File: src/rtl/lcd_wave_pkg.sv
package lcd_wave_pkg;

   typedef enum logic [1:0] {
      LV_VSS = 2'b00,
      LV_V2  = 2'b01,
      LV_V1  = 2'b10,
      LV_V0  = 2'b11
   } lvl_e;

   // Common rail for one slot: sel = this common owns the slot, neg = second half-frame
   function automatic lvl_e com_level(input logic sel, input logic neg, input logic bias_half);
      if (neg)      return sel ? LV_VSS : LV_V1;
      else if (sel) return LV_V0;
      else          return bias_half ? LV_V1 : LV_V2;
   endfunction

   // Segment rail: on pixels sit opposite the selected common
   function automatic lvl_e seg_level(input logic on, input logic neg, input logic bias_half);
      if (!neg)    return on ? LV_VSS : LV_V1;
      else if (on) return LV_V0;
      else         return bias_half ? LV_V1 : LV_V2;
   endfunction

endpackage

File: src/rtl/lcd_frame_timer.sv
module lcd_frame_timer #(
   parameter int FRAME_CLKS = 384
) (
   input  logic       clk_i,
   input  logic       rst_ni,
   input  logic       duty4_i,
   output logic       half_o,
   output logic [1:0] slot_o
);
   localparam int HALF_CLKS = FRAME_CLKS / 2;
   localparam int SLOT3     = HALF_CLKS / 3;
   localparam int SLOT4     = HALF_CLKS / 4;
   localparam int TW        = $clog2(SLOT3);

   if ((FRAME_CLKS % 24) != 0 || FRAME_CLKS < 24) begin : g_bad_frame
      $error("FRAME_CLKS must be a positive multiple of 24");
   end

   logic [TW-1:0] tick_q;
   logic [1:0]    slot_q;
   logic          half_q;
   logic [TW-1:0] slot_last;
   logic [1:0]    final_slot;

   assign slot_last  = duty4_i ? TW'(SLOT4 - 1) : TW'(SLOT3 - 1);
   assign final_slot = duty4_i ? 2'd3 : 2'd2;

   always_ff @(posedge clk_i or negedge rst_ni) begin
      if (!rst_ni) begin
         tick_q <= '0;
         slot_q <= '0;
         half_q <= 1'b0;
      end else if (tick_q >= slot_last) begin
         tick_q <= '0;
         if (slot_q >= final_slot) begin
            slot_q <= '0;
            half_q <= ~half_q;
         end else begin
            slot_q <= slot_q + 2'd1;
         end
      end else begin
         tick_q <= tick_q + TW'(1);
      end
   end

   assign half_o = half_q;
   assign slot_o = slot_q;

   AST_HALF_AT_SLOT0: assert property (@(posedge clk_i) disable iff (!rst_ni)
      (half_q != $past(half_q)) |-> (slot_q == 2'd0 && tick_q == '0));

endmodule

File: src/rtl/lcd_com_bank.sv
module lcd_com_bank
   import lcd_wave_pkg::*;
#(
   parameter int NUM_COMS = 4
) (
   input  logic                  clk_i,
   input  logic                  rst_ni,
   input  logic                  half_i,
   input  logic [1:0]            slot_i,
   input  logic                  bias_half_i,
   input  logic                  psave_i,
   output logic [2*NUM_COMS-1:0] com_lvl_o
);
   if (NUM_COMS < 3 || NUM_COMS > 4) begin : g_bad_coms
      $error("NUM_COMS must be 3 or 4");
   end

   logic [NUM_COMS-1:0] top_rail;

   for (genvar k = 0; k < NUM_COMS; k++) begin : g_com
      logic [1:0] lvl_q;
      lvl_e       nxt;
      assign nxt = psave_i ? LV_VSS : com_level(slot_i == 2'(k), half_i, bias_half_i);
      always_ff @(posedge clk_i or negedge rst_ni) begin
         if (!rst_ni) lvl_q <= LV_VSS;
         else         lvl_q <= nxt;
      end
      assign com_lvl_o[2*k +: 2] = lvl_q;
      assign top_rail[k]         = (lvl_q == LV_V0);
   end

   AST_ONE_COM_HIGH: assert property (@(posedge clk_i) disable iff (!rst_ni)
      $onehot0(top_rail));

   AST_COM_QUIET: assert property (@(posedge clk_i) disable iff (!rst_ni)
      psave_i |=> (com_lvl_o == '0));

endmodule

File: src/rtl/lcd_seg_lane.sv
module lcd_seg_lane
   import lcd_wave_pkg::*;
(
   input  logic       clk_i,
   input  logic       rst_ni,
   input  logic       half_i,
   input  logic [1:0] slot_i,
   input  logic       bias_half_i,
   input  logic       blank_i,
   input  logic       psave_i,
   input  logic       port_mode_i,
   input  logic [3:0] bits_i,
   output logic [1:0] lvl_o
);
   logic [1:0] lvl_q;
   logic       on;
   lvl_e       nxt;

   assign on  = bits_i[slot_i] & ~blank_i;
   assign nxt = (psave_i || port_mode_i) ? LV_VSS : seg_level(on, half_i, bias_half_i);

   always_ff @(posedge clk_i or negedge rst_ni) begin
      if (!rst_ni) lvl_q <= LV_VSS;
      else         lvl_q <= nxt;
   end

   assign lvl_o = lvl_q;

   AST_BLANK_OFF_RAIL: assert property (@(posedge clk_i) disable iff (!rst_ni)
      (blank_i && !psave_i && !port_mode_i) |=> (lvl_q == LV_V1 || lvl_q == LV_V2));

   AST_LANE_QUIET: assert property (@(posedge clk_i) disable iff (!rst_ni)
      psave_i |=> (lvl_q == LV_VSS));

endmodule

File: src/rtl/lcd_mux_sequencer.sv
module lcd_mux_sequencer
   import lcd_wave_pkg::*;
#(
   parameter int NUM_LANES  = 41,
   parameter int SKIP_AFTER = 39,
   parameter int NUM_PORTS  = 4,
   parameter int FRAME_CLKS = 384
) (
   input  logic                   clk_i,
   input  logic                   rst_ni,
   input  logic                   duty4_i,
   input  logic                   bias_half_i,
   input  logic                   blank_i,
   input  logic [1:0]             psave_i,
   input  logic [1:0]             port_sel_i,
   input  logic [4*NUM_LANES-1:0] disp_i,
   output logic [5:0]             com_lvl_o,
   output logic [1:0]             shared_lvl_o,
   output logic [2*NUM_LANES-1:0] seg_lvl_o,
   output logic [NUM_PORTS-1:0]   port_o
);
   localparam int DATA_BITS = 4 * NUM_LANES;
   localparam int PW        = $clog2(NUM_PORTS + 1);

   if (NUM_PORTS < 2 || NUM_PORTS > 4 || NUM_PORTS > NUM_LANES) begin : g_bad_ports
      $error("NUM_PORTS must lie in 2..4");
   end
   if (SKIP_AFTER >= NUM_LANES || 3 * NUM_LANES + 3 > DATA_BITS) begin : g_bad_lanes
      $error("SKIP_AFTER must lie below NUM_LANES");
   end

   logic          half;
   logic [1:0]    slot;
   logic          quiet;
   logic [7:0]    com_all;
   logic [1:0]    seg40_lvl;
   logic [PW-1:0] port_cnt;

   assign quiet    = (psave_i != 2'b00);
   assign port_cnt = (port_sel_i == 2'b00) ? '0 : PW'(port_sel_i) + PW'(1);

   lcd_frame_timer #(.FRAME_CLKS(FRAME_CLKS)) u_timer (
      .clk_i   (clk_i),
      .rst_ni  (rst_ni),
      .duty4_i (duty4_i),
      .half_o  (half),
      .slot_o  (slot)
   );

   lcd_com_bank #(.NUM_COMS(4)) u_coms (
      .clk_i       (clk_i),
      .rst_ni      (rst_ni),
      .half_i      (half),
      .slot_i      (slot),
      .bias_half_i (bias_half_i),
      .psave_i     (quiet),
      .com_lvl_o   (com_all)
   );

   for (genvar j = 0; j < NUM_LANES; j++) begin : g_lane
      localparam int JP = (j < SKIP_AFTER) ? j : j + 1;
      logic [3:0] bits;
      logic       pmode;
      assign bits = duty4_i ? disp_i[4*j +: 4] : {1'b0, disp_i[3*JP +: 3]};
      if (j < NUM_PORTS) begin : g_pin
         logic port_q;
         assign pmode = (PW'(j) < port_cnt);
         always_ff @(posedge clk_i or negedge rst_ni) begin
            if (!rst_ni) port_q <= 1'b0;
            else         port_q <= pmode & bits[0];
         end
         assign port_o[j] = port_q;
      end else begin : g_seg
         assign pmode = 1'b0;
      end
      lcd_seg_lane u_lane (
         .clk_i       (clk_i),
         .rst_ni      (rst_ni),
         .half_i      (half),
         .slot_i      (slot),
         .bias_half_i (bias_half_i),
         .blank_i     (blank_i),
         .psave_i     (quiet),
         .port_mode_i (pmode),
         .bits_i      (bits),
         .lvl_o       (seg_lvl_o[2*j +: 2])
      );
   end

   lcd_seg_lane u_shared_seg (
      .clk_i       (clk_i),
      .rst_ni      (rst_ni),
      .half_i      (half),
      .slot_i      (slot),
      .bias_half_i (bias_half_i),
      .blank_i     (blank_i),
      .psave_i     (quiet),
      .port_mode_i (1'b0),
      .bits_i      ({1'b0, disp_i[3*SKIP_AFTER +: 3]}),
      .lvl_o       (seg40_lvl)
   );

   assign com_lvl_o    = com_all[5:0];
   assign shared_lvl_o = duty4_i ? com_all[7:6] : seg40_lvl;

   AST_PORTS_IDLE: assert property (@(posedge clk_i) disable iff (!rst_ni)
      (port_sel_i == 2'b00) |=> (port_o == '0));

   AST_NO_V2_HALF_BIAS: assert property (@(posedge clk_i) disable iff (!rst_ni)
      (bias_half_i && $past(bias_half_i)) |-> (com_lvl_o[1:0] != LV_V2 && shared_lvl_o != LV_V2));

endmodule

File: config.mk
export PLATFORM = sky130hd
export DESIGN_NAME = lcd_mux_sequencer
export DESIGN_NICKNAME = d
export VERILOG_FILES = /design/src/rtl/lcd_wave_pkg.sv /design/src/rtl/lcd_frame_timer.sv /design/src/rtl/lcd_com_bank.sv /design/src/rtl/lcd_seg_lane.sv /design/src/rtl/lcd_mux_sequencer.sv
export SDC_FILE = /design/constraint.sdc
export NUM_CORES = 1
export LEC_CHECK = 0
export BUFFER_PORTS_ARGS = -buffer_cell sky130_fd_sc_hd__buf_2
export CORE_ASPECT_RATIO = 0.5
export CORE_MARGIN = 10
export CORE_UTILIZATION = 38
export DETAILED_ROUTE_END_ITERATION = 7
export HOLD_SLACK_MARGIN = 0.08
export PLACE_DENSITY = 0.62
export RECOVER_POWER = 25
export SYNTH_ARGS = -nofsm -noshare
export SYNTH_HDL_FRONTEND = slang
export SYNTH_HIERARCHICAL = 1
export SYNTH_SLANG_ARGS = --single-unit
File: constraint.sdc
create_clock -name clk_i -period 5 [get_ports clk_i]
set_input_delay 0.5 -clock clk_i [delete_from_list [all_inputs] [get_ports clk_i]]
set_output_delay 0.5 -clock clk_i [all_outputs]
set_load 0.01 [all_outputs]
==> impl_summary.txt <==
----------------------------------------------------
[Outcome]
  Run status ... complete, no violations

[Synthesis]
  Proportion of register bits with asynchronous set or reset after synthesis ... 100.0%
  Post-synthesis cell area ... 8407 um2
  Fraction of the yosys area taken by sequential cells ... 31.25%
  Portion of synthesized cell area occupied by the leading cell type ... approximately 31%
  Mapped Cells ... 811
  Most used flip-flop cell after synthesis ... sky130_fd_sc_hd__dfrtp_1
  Avg Cell Area, Syn ... 10.37 um2
  Cell types with the highest counts after synthesis ... sky130_fd_sc_hd__dfrtp_1, sky130_fd_sc_hd__mux2_2, sky130_fd_sc_hd__mux2_4
  Count of flip-flops with a built-in enable after synthesis ... 0
  Leading post-synthesis cells by cell area ... sky130_fd_sc_hd__dfrtp_1, sky130_fd_sc_hd__mux2_4, sky130_fd_sc_hd__mux2_2
  Cell accounting for the most synthesized area ... sky130_fd_sc_hd__dfrtp_1
  Total of flip-flops plus latches after synthesis ... 105
  Total of warnings raised by yosys ... 6
  Distinct cell type count after synthesis ... 36

[Setup path]
  Top fanout value on the critical path ... 92
  Class of the most critical setup path ... input pin to flop
  Startpoint of the most critical register-to-register path ... u_timer/slot_o[1]
  Worst endpoint data arrival time ... 2920 ps
  Slowest stage delay, CP ... roughly 570 ps
  Worst Reg2Reg Path Length in Cells ... 4
  Worst-path cell chain ... buf_6 > buf_4 > mux2_2 > mux2_4 > a22oi_2 > mux2i_1
  Setup crit start kind ... input pin
  Critical path endpoint category ... flop
  Slowest stage cell on the critical path ... sky130_fd_sc_hd__buf_6
  Worst reg2reg path endpoint ... g_lane[0].u_lane/lvl_o[1]
  Worst EP required ... approximately 5300 ps
  Register-to-register setup slack ... 2680 ps

[CTS]
  Number of buffers created by CTS ... 9
  Later-pin clock latency in the skew report ... about 360 ps
  Maximum root-to-sink buffer count ... 2
  H-Tree Level Count ... 3
  TritonCTS clock tree ... yes
  Hold_buf cts ... 0
  Resize count post-CTS ... 0
  Clock input transition at the sequential cells of the worst setup and hold paths ... 70 ps
  Clock root buffer master ... sky130_fd_sc_hd__clkbuf_16
  Number of setup buffers added after CTS ... 0
  Clock net sink count ... around 110

[STA]
  RSZ-0062 raised after global routing ... no
  Final clock skew ... 6.586 ps
  Sum Neg Setup Slack ... 0 ps
  Remaining max-slew budget at the tightest pin ... 31.64%
  Pin slew with the least headroom to its limit ... 1025 ps
  Fmax ... 0.3797 GHz
  Final min period ... between 2000 and 3000 ps
  Setup violators final ... 0
  Final slew viol count ... 0
  Final period utilization ... 52.67%
  PnR worst setup slack ... 2367 ps
  Final Hold Fails ... 0

[Place]
  Worst slack at placement ... 2014 ps
  GPL Wtd Cong ... 0.8531
  Area after detailed placement ... 10150 um2
  IO Port Bufs ... 266
  DP HPWL ... between 15000 and 20000 um

[Floorplanning]
  Die ar. ... 28830 um2
  Std cell rows ... 38
  Effective utilization at floorplan ... 38.69%
  Placeable core region ... 21730 um2
  Height of the chip ... roughly 130 um
  Width of the die ... 230.4 um
  Top-level port count ... 267

[Global routing]
  Overall overflow remaining after global route ... 0
  Vias in the first global route ... 7433
  Number of antenna violations at the first check in global routing ... 3
  Global routing usage summed across all routing layers ... 18.53%
  Global-route wire length before repair ... 42770 um
  Largest net degree at the start of global routing ... between 90 and 100

[Cells and area]
  Final instance area ... 10420 um2
  Layout cells sized above 1 ... between 40% and 50%
  Filler Cell Count ... between 2000 and 2500
  Number of nets in the final layout ... 1286
  Area delta synth->final ... 23.98%

[Drt]
  Vias per std cell ... 4.970
  First-pass DRT Iterations ... 6
  Number of vias after detailed routing ... 7047
  Initial drt markers ... 341
  Residual DRC count ... 0
  WL per Instance ... 19.24 um
  Antenna violation net count after detailed routing ... 0
  Drt total wl ... 27280 um

[Power and ir drop]
  Static Leak ... 5.203 nW
  Areal power density over the cells ... 337.1 nW/um2
  Max rail drop VDD ... approximately 0.22 mV

[Hold path]
  Min-Delay Path Class ... input pin to async pin

[Flow run]
  Count of max-cap constraint violations ... 0

----------------------------------------------------
[final cells by class]
cell class | count | area [um2] | share of cell area [%]
Multi-Input combinational cell | 677 | 5575 | 53.49
Tap cell | 300 | 375.4 | 3.601
Sequential cell | 105 | 2636 | 25.29
Timing Repair Buffer | 274 | 1385 | 13.29
Clock inverter | 6 | 42.54 | 0.4082
Inverter | 43 | 161.4 | 1.549
Clock buffer | 10 | 239.0 | 2.293
Antenna cell | 3 | 7.507 | 0.07203
[cell usage in the layout (no fill, tap or decap), types with 43 or more instances in the layout]
cell type	n
sky130_fd_sc_hd__buf_2	249
sky130_fd_sc_hd__dfrtp_1	102
sky130_fd_sc_hd__and2_1	46
sky130_fd_sc_hd__o21ai_0	43
sky130_fd_sc_hd__mux2_2	105
sky130_fd_sc_hd__nor2_1	91
sky130_fd_sc_hd__nand2_1	44
sky130_fd_sc_hd__inv_1	43
sky130_fd_sc_hd__a21oi_1	48
sky130_fd_sc_hd__mux2_4	102
sky130_fd_sc_hd__nor2b_1	44
[how the worst max path moves through the flow]
stage                                  from                          to  slack, ps  depth (start not counted)
final                               duty4_i  g_lane[37].u_lane/lvl_o[1]       2370                          6
after global routing                duty4_i  g_lane[37].u_lane/lvl_o[1]       2240                          6
after CTS                           duty4_i  g_lane[37].u_lane/lvl_o[1]       2420                          6
after detailed placement            duty4_i  g_lane[37].u_lane/lvl_o[1]       2010                          6
after global placement              duty4_i  g_lane[39].u_lane/lvl_o[1]       2090                          6
after floorplan           u_timer/slot_o[1]   g_lane[0].u_lane/lvl_o[1]       1420                          3
[worst max-delay path: cells and delay by family]
family	cells	cell delay (ps)
buffers and inverters	2	1110
multiplexers	3	870
AO/OA/AOI/OAI	1	220
[per-layer routing]
metal	vias up	wire (um)	track usage, %
met3	52	934	3.612
met5	-	0	0
met1	3438	11030	20.47
met2	143	14520	34.55
li1	3414	-	-
met4	0	792	7.077
[stage by stage]
stage	hold slack (ps)	utilization (%)	total power, mW	instances
finish	234.2	47.97	3.513	1418
global route	296.8	47.97	3.754	1418
CTS	263.0	48.01	3.556	1415
detailed placement	503.7	46.72	2.839	1399
global placement	493.3	46.72	2.790	1399
floorplan	204.4	-	2.436	849
[state kept, by name, indices dropped and copies added (netlist names)]
name and flops:
g_lane.u_lane/lvl_o 82, u_timer/slot_o 2, u_timer/half_o 1, u_shared_seg/lvl_o 2, g_lane.g_pin.port_q 4, u_timer/tick_q 6
u_coms/g_com.lvl_q 8
[report_power, final]
part | internal [mW] | switching, mW
Sequential | 0.952 | 0.274
Clock | 0.353 | 0.352
Combinational | 0.835 | 0.748
Total | 2.14 | 1.37
[cells by family after synthesis]
logic type | Yosys count | synth area share [%]
fa+ha+maj | 3 | 0.4465
xor+xnor | 4 | 0.4168
mux | 249 | 37.28
other cells | 1 | 0.04461
compound gates | 143 | 12.62
flops | 105 | 31.25
buf+inv | 67 | 4.123
simple gates | 239 | 13.81
No activity file was read; power rests on OpenSTA's default activity.
